==> config.mk <==
export PLATFORM = sky130hd
export DESIGN_NAME = din_filter_top
export DESIGN_NICKNAME = d
export VERILOG_FILES = /design/src/rtl/dinf_pkg.sv /design/src/rtl/dinf_tick_gen.sv /design/src/rtl/dinf_bit.sv /design/src/rtl/din_filter_top.sv
export SDC_FILE = /design/constraint.sdc
export NUM_CORES = 1
export LEC_CHECK = 0
export ABC_CLOCK_PERIOD_IN_PS = 11450
export BUFFER_PORTS_ARGS = -buffer_cell sky130_fd_sc_hd__clkbuf_2
export CAP_MARGIN = 5
export CORE_MARGIN = 10
export CORE_UTILIZATION = 68
export CTS_BUF_LIST = sky130_fd_sc_hd__clkbuf_2
export CTS_CLUSTER_SIZE = 24
export DETAILED_ROUTE_END_ITERATION = 12
export PLACE_DENSITY = 0.88
export SLEW_MARGIN = 20
export SYNTH_ARGS = -nofsm -noshare
export SYNTH_HDL_FRONTEND = slang
export SYNTH_HIERARCHICAL = 1
export SYNTH_SLANG_ARGS = --single-unit
==> constraint.sdc <==
create_clock -name clk -period 11.45 [get_ports clk]
set_clock_uncertainty 0.05 [all_clocks]
set_input_delay 0 -clock clk [delete_from_list [all_inputs] [get_ports clk]]
set_output_delay 0 -clock clk [all_outputs]
set_load 0.03 [all_outputs]
==> src/rtl/dinf_pkg.sv <==
package dinf_pkg;

    localparam int IVL_W   = 14;
    localparam int DEG_W   = 4;
    localparam int IVL_MAX = 10000;
    localparam int DEG_MAX = 10;
    localparam int RUN_W   = $clog2(DEG_MAX + 1);

    typedef logic [IVL_W-1:0] ivl_t;
    typedef logic [DEG_W-1:0] deg_code_t;
    typedef logic [RUN_W-1:0] run_t;

    typedef enum logic [DEG_W-1:0] {
        DEG_ONE   = 4'd0,
        DEG_TWO   = 4'd1,
        DEG_FOUR  = 4'd2,
        DEG_EIGHT = 4'd3,
        DEG_TEN   = 4'd4
    } deg_e;

    typedef struct packed {
        logic lvl;
        run_t run;
    } bit_st_t;

    function automatic ivl_t clamp_ivl(input ivl_t v);
        if (v == '0)
            return ivl_t'(1);
        else if (v > ivl_t'(IVL_MAX))
            return ivl_t'(IVL_MAX);
        else
            return v;
    endfunction

    function automatic run_t decode_deg(input deg_code_t c);
        case (deg_e'(c))
            DEG_ONE:   return run_t'(1);
            DEG_TWO:   return run_t'(2);
            DEG_FOUR:  return run_t'(4);
            DEG_EIGHT: return run_t'(8);
            default:   return run_t'(DEG_MAX);
        endcase
    endfunction

endpackage

==> src/rtl/dinf_tick_gen.sv <==
module dinf_tick_gen
    import dinf_pkg::*;
#(
    parameter int TICK_CYCLES = 10000
) (
    input  logic clk,
    input  logic rst,
    input  ivl_t ivl,
    output logic tick,
    output logic smp,
    output logic load
);
    localparam int PW = (TICK_CYCLES > 1) ? $clog2(TICK_CYCLES) : 1;

    logic [PW-1:0] pcnt;
    ivl_t          icnt;
    logic          primed;
    logic          hit;

    assign tick = (pcnt == PW'(TICK_CYCLES - 1));
    assign hit  = (icnt >= ivl - ivl_t'(1));
    assign smp  = primed & tick & hit;
    assign load = ~primed & ~rst;

    always_ff @(posedge clk) begin
        if (rst) begin
            pcnt   <= '0;
            icnt   <= '0;
            primed <= 1'b0;
        end else begin
            primed <= 1'b1;
            if (tick)
                pcnt <= '0;
            else
                pcnt <= pcnt + PW'(1);
            if (tick) begin
                if (hit)
                    icnt <= '0;
                else
                    icnt <= icnt + ivl_t'(1);
            end
        end
    end

endmodule

==> src/rtl/dinf_bit.sv <==
module dinf_bit
    import dinf_pkg::*;
(
    input  logic clk,
    input  logic rst,
    input  logic load,
    input  logic smp,
    input  logic raw,
    input  run_t need,
    output logic lvl
);
    bit_st_t st;
    run_t    nxt;

    assign nxt = st.run + run_t'(1);
    assign lvl = st.lvl;

    always_ff @(posedge clk) begin
        if (rst) begin
            st <= '0;
        end else if (load) begin
            st.lvl <= raw;
            st.run <= '0;
        end else if (smp) begin
            if (raw == st.lvl) begin
                st.run <= '0;
            end else if (nxt >= need) begin
                st.lvl <= raw;
                st.run <= '0;
            end else begin
                st.run <= nxt;
            end
        end
    end

endmodule

==> src/rtl/din_filter_top.sv <==
module din_filter_top
    import dinf_pkg::*;
#(
    parameter int W           = 8,
    parameter int TICK_CYCLES = 10000
) (
    input  logic             clk,
    input  logic             rst,
    input  logic             filt_en,
    input  logic [13:0]      ivl_cfg,
    input  logic [3:0]       deg_cfg,
    input  logic [W-1:0]     raw_in,
    output logic [W-1:0]     filt_out
);
    ivl_t         ivl_use;
    run_t         need;
    logic         tick;
    logic         smp;
    logic         load;
    logic [W-1:0] lvl_vec;

    assign ivl_use = clamp_ivl(ivl_cfg);
    assign need    = decode_deg(deg_cfg);

    dinf_tick_gen #(.TICK_CYCLES(TICK_CYCLES)) u_tick (
        .clk  (clk),
        .rst  (rst),
        .ivl  (ivl_use),
        .tick (tick),
        .smp  (smp),
        .load (load)
    );

    for (genvar i = 0; i < W; i++) begin : g_bit
        dinf_bit u_bit (
            .clk  (clk),
            .rst  (rst),
            .load (load),
            .smp  (smp),
            .raw  (raw_in[i]),
            .need (need),
            .lvl  (lvl_vec[i])
        );
    end

    assign filt_out = filt_en ? lvl_vec : raw_in;

endmodule

==> impl_metrics.json, run 1 <==
{
  "status": "finished clean",
  "hold_viol_final": 0,
  "hpwl_um": 8297,
  "syn_inst": 572,
  "syn_to_final_growth_pct": 9.018,
  "fp.dieW_um": 109.4,
  "grt_max_degree": 67,
  "wl_met1_um": 5015,
  "crit_path_end_kind": "register",
  "leakagePower_uw": 0.002791,
  "fp.coreArea_mm2": 0.007767,
  "min_path_cells": 4,
  "cts_resized": 0,
  "grt_overflow_total": 0,
  "place_worst_setup_slack_ps": 6636,
  "fin_crit_ps": 4332,
  "rsz0062_at_grt": "false",
  "min_path_type": "in2reg",
  "drt-total-wl_um": 11460,
  "start_kind": "input pin",
  "drive_above_1_share_pct": 27.14,
  "diodes": 0,
  "r2r_cells": 9,
  "drt-initial-drc-count": 188,
  "synth_seq_area_share_pct": 25.40,
  "ios": 37,
  "min_period_over_period_pct": 37.84,
  "portBuffers": 36,
  "avgSynthCellArea_um2": 9.509,
  "p_int_uw": 305.9,
  "wl_met3_um": 527,
  "power_density_mw_per_mm2": 76.48,
  "cts_tree": "done",
  "cts_root_buffer": "clkbuf_2",
  "first_global_vias": 4339,
  "ys_ff_latch": 69,
  "r2r_end": "g_bit[6].u_bit/st[2]",
  "first_pass_iters": 4,
  "syn_nets": 658,
  "die_h_um": 109.4,
  "grt_util_all_layers_pct": 19.93,
  "worstSetupPathType": "in2reg",
  "cp.required_ps": 11860,
  "r2r_setup_slack_ps": 7680,
  "crit_arrival_ps": 4740,
  "num-nets-final": 711,
  "row_count": 32,
  "clk-insertion-delay-late_ps": 510,
  "holdPathEnd": "g_bit[5].u_bit/lvl",
  "antenna_found_initial": 0,
  "total_power_uw": 453.5,
  "gp_congestion": 0.8666,
  "die-area_mm2": 0.01198,
  "p_switching_uw": 147.6,
  "vias": 4366,
  "top_layer_used": "met4",
  "met2_wirelength_um": 5758,
  "clockPowerShare_pct": 27.2,
  "grt_pass1_wl_um": 19710,
  "maxCapViolations": 0,
  "finalNonFillerCells": 732,
  "dp_cells": 707,
  "synth.distinct_cells": 56,
  "timing.fmax_ghz": 0.2308,
  "min_from": "raw_in[5]",
  "worst_pin_slew_ps": 971.8,
  "relSlewSlack_pct": 34.73,
  "netlist_area_mm2": 0.005439,
  "synth_warnings": 6,
  "r2r-start": "u_tick/pcnt[5]",
  "start_util_pct": 70.02,
  "via_per_inst": 5.964,
  "slew_viol_final": 0,
  "drtAntennaViolNets": 0,
  "drt-wirelength-per-cell_um": 15.65,
  "setup_ws_ps": 7118,
  "path_clk_slew_ps": 190,
  "setup_viol": 0,
  "htree_levels": 3,
  "pwr-share-comb_pct": 18.8,
  "clock-sinks": 69,
  "cts_made_buffers": 9,
  "cp_max_fo": 64,
  "clock_path_buffers": 2,
  "power_frac_seq_pct": 54.1,
  "vdd_ir_drop_max_v": 0.00005487,
  "swShare_pct": 32.55,
  "setup_tns_ps": 0,
  "drcViolationCount": 0
}
[logic make-up after synthesis]
group / Yosys count / synth area share (%)
AND/OR/NAND/NOR: 221 / 26.64
AO/OA/AOI/OAI: 98 / 16.03
flip-flops: 69 / 25.40
XOR/XNOR: 59 / 10.60
adder cells (fa/ha/maj): 57 / 13.11
buffers and inverters: 43 / 3.244
multiplexers: 25 / 4.969
[cell usage after synthesis, drive strengths merged]
cell | number | area, um2
and4 | 4 | 35.03
nand4 | 13 | 108.9
or2 | 1 | 6.260
nor4 | 6 | 82.58
nand3 | 17 | 125.1
ha | 57 | 713.2
o21bai | 1 | 7.510
a21oi | 15 | 105.1
and2 | 2 | 12.51
mux2 | 16 | 180.2
xnor2 | 31 | 331.6
or4bb | 1 | 11.26
clkbuf | 3 | 11.26
or2b | 1 | 7.510
dfxtp | 69 | 1381
a21boi | 4 | 30.03
nand2 | 32 | 120.1
inv | 35 | 131.4
or4 | 3 | 26.27
a211oi | 8 | 160.2
mux2i | 9 | 90.09
nor2 | 33 | 123.9
o221ai | 1 | 8.760
nor3 | 34 | 245.2
nand3b | 2 | 15.01
buf | 5 | 33.78
nor4b | 9 | 85.08
and2b | 8 | 70.07
o31a | 2 | 18.77
or3 | 3 | 18.77
nor2b | 10 | 82.58
a21o | 11 | 92.59
a31oi | 9 | 56.30
and3 | 25 | 166.4
xor2 | 28 | 245.2
a22o | 32 | 280.3
o21ai | 13 | 98.85
o22ai | 1 | 6.260
nand2b | 17 | 106.4
o31ai | 1 | 7.510
[critical path, stage by stage]
cell      delay [ps]
clkbuf_2         140
nand4_1          120
o21ai_2          370
a21boi_1         180
nor3_1           360
nand2_1          110
or4_1            480
nor3_1           210
xnor2_1          100
ha_1             290
nand4_1          140
or3_1            390
a31oi_1          150
o31a_2           370
and2_1           180
buf_4            470
nand2_1           90
mux2_2           280
nor3_2           140
a22o_1           160
[worst max-delay path by stage]
stage          cells after the start        start  slack (ps)                   end
2_1_floorplan                     18   ivl_cfg[9]        6970  g_bit[0].u_bit/st[2]
3_3_place_gp                      20  ivl_cfg[13]        6850  g_bit[1].u_bit/st[2]
3_5_place_dp                      20  ivl_cfg[13]        6640  g_bit[6].u_bit/st[2]
4_1_cts                           20  ivl_cfg[13]        7200  g_bit[6].u_bit/st[2]
5_1_grt                           20  ivl_cfg[13]        6690  g_bit[7].u_bit/st[2]
6_report                          20  ivl_cfg[13]        7120  g_bit[6].u_bit/st[2]
[metal layers]
metal | vias to the layer above | track usage, %
met5 | - | 0
met4 | 0 | 7.063
met3 | 18 | 3.745
met2 | 79 | 34.71
met1 | 2074 | 23.97
li1 | 2195 | -
[power by group through the flow]
stage	Combinational (uW)	Sequential (uW)	Clock [uW]
2_1_floorplan	58.1	250	0
3_3_place_gp	78.2	250	0
3_5_place_dp	82.0	250	0
4_1_cts	84.8	245	127
5_1_grt	94.2	246	138
6_report	85.1	245	123
[cell usage in the layout, fill, tap and decap left out, drive strengths merged, types with 11 or more instances in the layout]
cell type	instances
a21o	11
a21oi	15
a22o	32
and3	25
clkbuf	45
dfxtp	69
ha	57
inv	35
mux2	16
nand2	32
nand2b	17
nand3	17
nand4	13
nor2	33
nor3	34
o21ai	13
xnor2	31
xor2	28
[registers in the layout, summed over array words and instances, names as in the netlist]
signal / flops
g_bit.u_bit/lvl: 8
u_tick/icnt: 14
g_bit.u_bit/st: 32
u_tick/primed: 1
u_tick/pcnt: 14
[through the flow]
step | hold slack, ps | cell area (um2) | utilization (%)
3_3_place_gp | 225.3 | 5742 | 73.92
5_1_grt | 233.9 | 5929 | 76.34
2_1_floorplan | 101.4 | 5439 | -
3_5_place_dp | 236.0 | 5742 | 73.92
4_1_cts | 215.3 | 5929 | 76.34
6_report | 238.4 | 5929 | 76.34
[layout make-up]
cell class	count	area (um2)
Sequential cell	69	1381
Tap cell	102	127.6
Clock buffer	9	45.04
Timing Repair Buffer	50	307.8
Multi-Input combinational cell	460	3884
Inverter	35	131.4
Clock inverter	7	52.55
Fill cell	542	1838
[timing repair]
| item | 4_1_cts | 5_1_grt |
|---|---|---|
| setup endpoints to repair | 0 | 0 |
| endpoints found under the hold margin | 34 | 0 |
| setup buffers | 0 | 0 |
| hold buffers | 9 | 0 |
No activity file was read; power rests on OpenSTA's default activity.
==> inputs of run 2 (changes only) <==
ABC_AREA = 1   (was not set)
ABC_CLOCK_PERIOD_IN_PS = 3800   (was 11450)
CORE_UTILIZATION = 57   (was 68)
PLACE_DENSITY = 0.79   (was 0.88)
clock period = 3.8 ns   (was 11.45 ns; I/O delays follow)
==> run 2 against run 1 <==
Utilization down 9.2 points. Critical endpoint is now g_bit[1].u_bit/lvl. Sequential power rose to 3.0 times the previous value. Final area up 6.2%. Critical path depth up 11. Total power rose to 3.2 times the previous value.
==> impl_metrics.json, run 2 <==
{
  "setup_tns_ps": 0,
  "power_frac_seq_pct": 51.1,
  "synthSimpleGateAreaFrac_pct": 36.57,
  "drcViolationCount": 0,
  "clock_path_buffers": 2,
  "drive_above_1_share_pct": 14.50,
  "power_density_mw_per_mm2": 230.3,
  "place_worst_setup_slack_ps": 82.16,
  "fin_crit_ps": 3422,
  "max_stage_delay_ps": 550,
  "hpwl_um": 8288,
  "synth_top_family_by_area": "simple AND/OR/NAND/NOR gates",
  "syn_inst": 844,
  "drt-wirelength-per-cell_um": 10.56,
  "netlist_area_mm2": 0.005539,
  "min_path_type": "in2reg",
  "cts_made_buffers": 9,
  "swShare_pct": 28.09,
  "num-fill-cells": 858,
  "async_reset_ff_share_pct": 0,
  "hold_slack_ps": 334.2,
  "total_power_uw": 1450,
  "start_kind": "input pin",
  "start_util_pct": 59.11,
  "maxCapViolations": 0,
  "synth-compound-area-share_pct": 6.777,
  "num-nets-final": 999,
  "largest_reg_flops": 32,
  "p_int_uw": 1042,
  "first_pass_iters": 4,
  "row_count": 35,
  "yosys.area.top_type": "dfxtp_1",
  "mostFrequentLayoutCell": "nand2_1",
  "drt-initial-drc-count": 260,
  "cts_tree": "done",
  "syn_nets": 930,
  "wl_met1_um": 5343,
  "clockPowerShare_pct": 32.9,
  "setup_ws_ps": 378.3,
  "clk-insertion-delay-late_ps": 500,
  "setup_viol": 0,
  "synthMuxAreaShare_pct": 1.626,
  "pwr-share-comb_pct": 16.0,
  "portBuffers": 36,
  "drt-total-wl_um": 11040,
  "ys_ff_latch": 69,
  "grt_max_degree": 33,
  "first_global_vias": 4757,
  "final_core_util_pct": 67.17,
  "fp.dieW_um": 118.6,
  "worstSetupPathType": "in2reg",
  "relSlewSlack_pct": 39.29,
  "synth_xor_area_share_pct": 5.060,
  "vias": 5058,
  "cts_root_buffer": "clkbuf_2",
  "avgSynthCellArea_um2": 6.563,
  "critPathMostFrequentCell": "nand2_1",
  "wl_met3_um": 286,
  "grt_overflow_total": 0,
  "ios": 37,
  "synth_seq_area_share_pct": 24.94,
  "status": "finished clean",
  "largest-register": "g_bit.u_bit/st",
  "fp.coreArea_mm2": 0.009371,
  "timing.fmax_ghz": 0.2923,
  "min_period_over_period_pct": 90.05,
  "crit_arrival_ps": 3780,
  "yosys-top-cells-area": "dfxtp_1, nand2_1, ha_1, inv_1, nor2_1",
  "die_h_um": 118.6,
  "vdd_ir_drop_max_v": 0.0001641,
  "rsz0062_at_grt": "false",
  "top_layer_used": "met4",
  "p_switching_uw": 407.1,
  "path_clk_slew_ps": 200,
  "slowest_stage": "dlygate4sd3_1",
  "diodes": 0,
  "crit_path_end_kind": "register",
  "drtAntennaViolNets": 0,
  "synth_warnings": 6,
  "synth.distinct_cells": 37,
  "via_per_inst": 4.836,
  "final_cell_mix": "nand2_1, inv_1, nor2_1, dfxtp_1, ha_1",
  "htree_levels": 3,
  "met2_wirelength_um": 5301,
  "syn_to_final_growth_pct": 13.64,
  "synth_most_common_cell": "nand2_1",
  "grt_pass1_wl_um": 19870,
  "synthAdderAreaFrac_pct": 12.88,
  "gp_congestion": 0.8292,
  "grt_util_all_layers_pct": 16.02,
  "hold_viol_final": 0,
  "ys_top_cells_by_count": "nand2_1, inv_1, nor2_1, dfxtp_1, ha_1",
  "synthFlopType": "dfxtp_1",
  "die-area_mm2": 0.01406,
  "slew_viol_final": 0,
  "cp.required_ps": 4160,
  "leakagePower_uw": 0.003156,
  "cp_max_fo": 15,
  "antenna_found_initial": 0,
  "synth-edff-count": 0,
  "reg_top3": "g_bit.u_bit/st: 32 flops, u_tick/icnt: 14 flops, u_tick/pcnt: 14 flops",
  "yosysTopAreaCellShare_pct": 24.94,
  "clock-sinks": 69,
  "worst_pin_slew_ps": 907.3
}
run 2: changes by cell type in the layout (fill, tap and decap cells not counted), moves of 14 or more:
cell | previous run | this run
inv_1 | 35 | 149
a22o_1 | 32 | 0
a21oi_1 | 7 | 51
nand3_1 | 9 | 39
nand2b_1 | 17 | 0
nor3_1 | 19 | 5
nor2_1 | 32 | 92
and3_1 | 17 | 0
nand2_1 | 32 | 221
run 2: cell families (layout without fill, tap and decap cells):
| family | count (synthesis) | after routing |
|---|---|---|
| compound gates | 69 | 69 |
| xor+xnor | 32 | 32 |
| fa+ha+maj | 57 | 57 |
| buf+inv | 172 | 245 |
| flops | 69 | 69 |
| mux | 8 | 8 |
| simple gates | 437 | 437 |
run 2: final timing paths:
check                       from                    to  slack (ps)  depth (start not counted)
setup / recovery     ivl_cfg[12]    g_bit[1].u_bit/lvl         380                         31
hold / removal        deg_cfg[1]  g_bit[6].u_bit/st[1]         330                         11
setup reg to reg  u_tick/pcnt[0]    g_bit[1].u_bit/lvl        1020                         13
hold reg to reg   u_tick/pcnt[0]        u_tick/pcnt[0]         430                          1
run 2: final cells by class:
| type | instances | area [um2] | share of cell area (%) |
|---|---|---|---|
| repair buffers | 64 | 462.9 | 7.354 |
| clock buffers | 10 | 50.05 | 0.7951 |
| multi-input cells | 603 | 3540 | 56.23 |
| flip-flops and latches | 69 | 1381 | 21.94 |
| clock inverters | 5 | 76.32 | 1.212 |
| inverters | 166 | 623.1 | 9.899 |
| well taps | 129 | 161.4 | 2.564 |
run 2: critical path, delay by kind of cell:
family / cells / cell delay, ps
AOI/OAI and AO/OA: 1 / 130
and+or+nand+nor: 22 / 2130
buffers and inverters: 5 / 920
adders and majority gates: 2 / 460
xor gates and xnor gates: 1 / 150
run 2: per-stage QoR:
| stage | instances | instance area, um2 |
|---|---|---|
| 2_1_floorplan | 844 | 5542 |
| 3_3_place_gp | 1010 | 5898 |
| 3_5_place_dp | 1010 | 5898 |
| 4_1_cts | 1042 | 6195 |
| 5_1_grt | 1046 | 6295 |
| 6_report | 1046 | 6295 |
run 2: what timing repair did:
action,4_1_cts,5_1_grt
gates resized for setup,0,13
hold buffers,17,0
hold endpoints to repair,41,0
buffers inserted,0,3
setup endpoints to repair,0,8
run 2: power by group through the flow:
stage / logic, uW / clock network, uW / registers (uW)
after floorplan: 153 / 0 / 753
after global placement: 208 / 0 / 755
after detailed placement: 211 / 0 / 755
after CTS: 226 / 491 / 741
after global routing: 265 / 520 / 743
final: 232 / 477 / 741
run 2: routing by layer:
layer,track usage [%],vias up
met3,2.808,9
met2,27.94,49
li1,-,2772
met4,4.504,0
met1,19.65,2228
met5,0,-
==> inputs of run 3 (changes only) <==
CORE_MARGIN = not set   (was 10)
==> run 3 against run 2 <==
Final cell count down 0.19%. Clock-buffer cell count unchanged. Combinational power about the same. Total power down 4.6%. Register-to-register slack about the same. Global-route usage up 7.3 points. Sequential power about the same. Sequential share of layout area up 0.066 points. Largest power group unchanged. Highest routed layer unchanged.
==> impl_metrics.json, run 3 (same netlist as run 2, synthesis figures left out) <==
{
  "vdd_ir_drop_max_v": 0.0001361,
  "drt-total-wl_um": 11130,
  "via_per_inst": 4.869,
  "first_global_vias": 4652,
  "largest-register": "g_bit.u_bit/st",
  "antenna_found_initial": 0,
  "worstSetupPathType": "in2reg",
  "cts_made_buffers": 9,
  "final_cell_mix": "nand2_1, inv_1, nor2_1, dfxtp_1, ha_1",
  "drcViolationCount": 0,
  "setup_viol": 0,
  "max_stage_delay_ps": 540,
  "power_density_mw_per_mm2": 220.4,
  "leakagePower_uw": 0.003147,
  "portBuffers": 36,
  "fin_crit_ps": 3460,
  "setup_tns_ps": 0,
  "grt_overflow_total": 0,
  "clock-sinks": 69,
  "grt_pass1_wl_um": 19320,
  "cts_tree": "done",
  "timing.fmax_ghz": 0.2890,
  "reg_top3": "g_bit.u_bit/st: 32 flops, u_tick/icnt: 14 flops, u_tick/pcnt: 14 flops",
  "critPathMostFrequentCell": "nand2_1",
  "grt_max_degree": 33,
  "fp.dieW_um": 100.6,
  "hold_viol_final": 0,
  "largest_reg_flops": 32,
  "hpwl_um": 7889,
  "vias": 5083,
  "path_clk_slew_ps": 170,
  "cp.required_ps": 4130,
  "ios": 37,
  "die-area_mm2": 0.01012,
  "status": "finished clean",
  "htree_levels": 3,
  "mostFrequentLayoutCell": "nand2_1",
  "slowest_stage": "dlygate4sd3_1",
  "drive_above_1_share_pct": 15.19,
  "syn_to_final_growth_pct": 13.30,
  "row_count": 35,
  "drtAntennaViolNets": 0,
  "gp_congestion": 0.8027,
  "cp_max_fo": 11,
  "first_pass_iters": 7,
  "total_power_uw": 1383,
  "fp.coreArea_mm2": 0.009328,
  "diodes": 0,
  "clock_path_buffers": 2,
  "grt_util_all_layers_pct": 23.34,
  "start_kind": "input pin",
  "die_h_um": 100.6,
  "maxCapViolations": 0,
  "crit_arrival_ps": 3790,
  "clk-insertion-delay-late_ps": 500,
  "place_worst_setup_slack_ps": 63.66,
  "relSlewSlack_pct": 31.82,
  "start_util_pct": 59.38,
  "crit_path_end_kind": "register",
  "cts_root_buffer": "clkbuf_2",
  "min_path_type": "in2reg",
  "final_core_util_pct": 67.28,
  "drt-initial-drc-count": 213,
  "min_period_over_period_pct": 91.06,
  "slew_viol_final": 0,
  "setup_ws_ps": 339.6,
  "worst_pin_slew_ps": 1022,
  "num-nets-final": 997,
  "drt-wirelength-per-cell_um": 10.66
}
## run 3: cell types whose count changed in the layout (fill, tap and decap cells not counted), moves of 2 or more
cell           before  now
nand2_1           221  218
nand2_2             5    8
nor2_2             12   15
dlygate4sd3_1      17   15
nor2_1             92   90
## run 3: stage by stage
step	instance area (um2)	hold slack (ps)	instances
detailed placement	5893	337.5	1009
floorplan	5542	49.35	844
global placement	5893	336.0	1009
CTS	6146	4.095	1039
global route	6276	7.643	1044
finish	6276	46.54	1044
## run 3: worst paths after layout
| path | startpoint | endpoint | slack [ps] | cells past startpoint |
|---|---|---|---|---|
| setup / recovery | ivl_cfg[8] | g_bit[7].u_bit/lvl | 340 | 31 |
| hold / removal | rst | g_bit[3].u_bit/lvl | 50 | 4 |
| setup reg to reg | u_tick/pcnt[0] | g_bit[7].u_bit/lvl | 1030 | 13 |
| hold reg to reg | u_tick/pcnt[0] | u_tick/pcnt[0] | 430 | 1 |
## run 3: where the power goes
group | total [uW] | switching [uW] | internal, uW | leakage (uW)
clock network | 412 | 264 | 148 | 0.0000692
registers | 741 | 7.40 | 733 | 0.000558
logic | 231 | 137 | 93.5 | 0.00252
## run 3: area by class of cell
cell class	count	area (um2)
Clock buffer	10	50.05
Clock inverter	5	52.55
Fill cell	837	3052
Inverter	166	623.1
Multi-Input combinational cell	603	3547
Sequential cell	69	1381
Tap cell	129	161.4
Timing Repair Buffer	62	460.4
## run 3: what timing repair did
item                                   CTS  global route
endpoints found under the hold margin   40             0
hold buffers                            15             0
gates resized for setup                  0            19
setup buffers                            0             3
setup endpoints to repair                0             7
## run 3: critical path, delay by kind of cell
family / cells / cell delay, ps
xor gates and xnor gates: 1 / 180
AOI/OAI and AO/OA: 1 / 120
and+or+nand+nor: 22 / 2110
adders and majority gates: 2 / 440
buffers and inverters: 5 / 920
## run 3: layer usage
metal	vias up	GRT usage [%]	wire length [um]
li1	2757	-	-
met5	-	0	0
met3	15	3.675	351
met4	0	7.135	163
met2	87	39.62	5062
met1	2224	30.45	5550
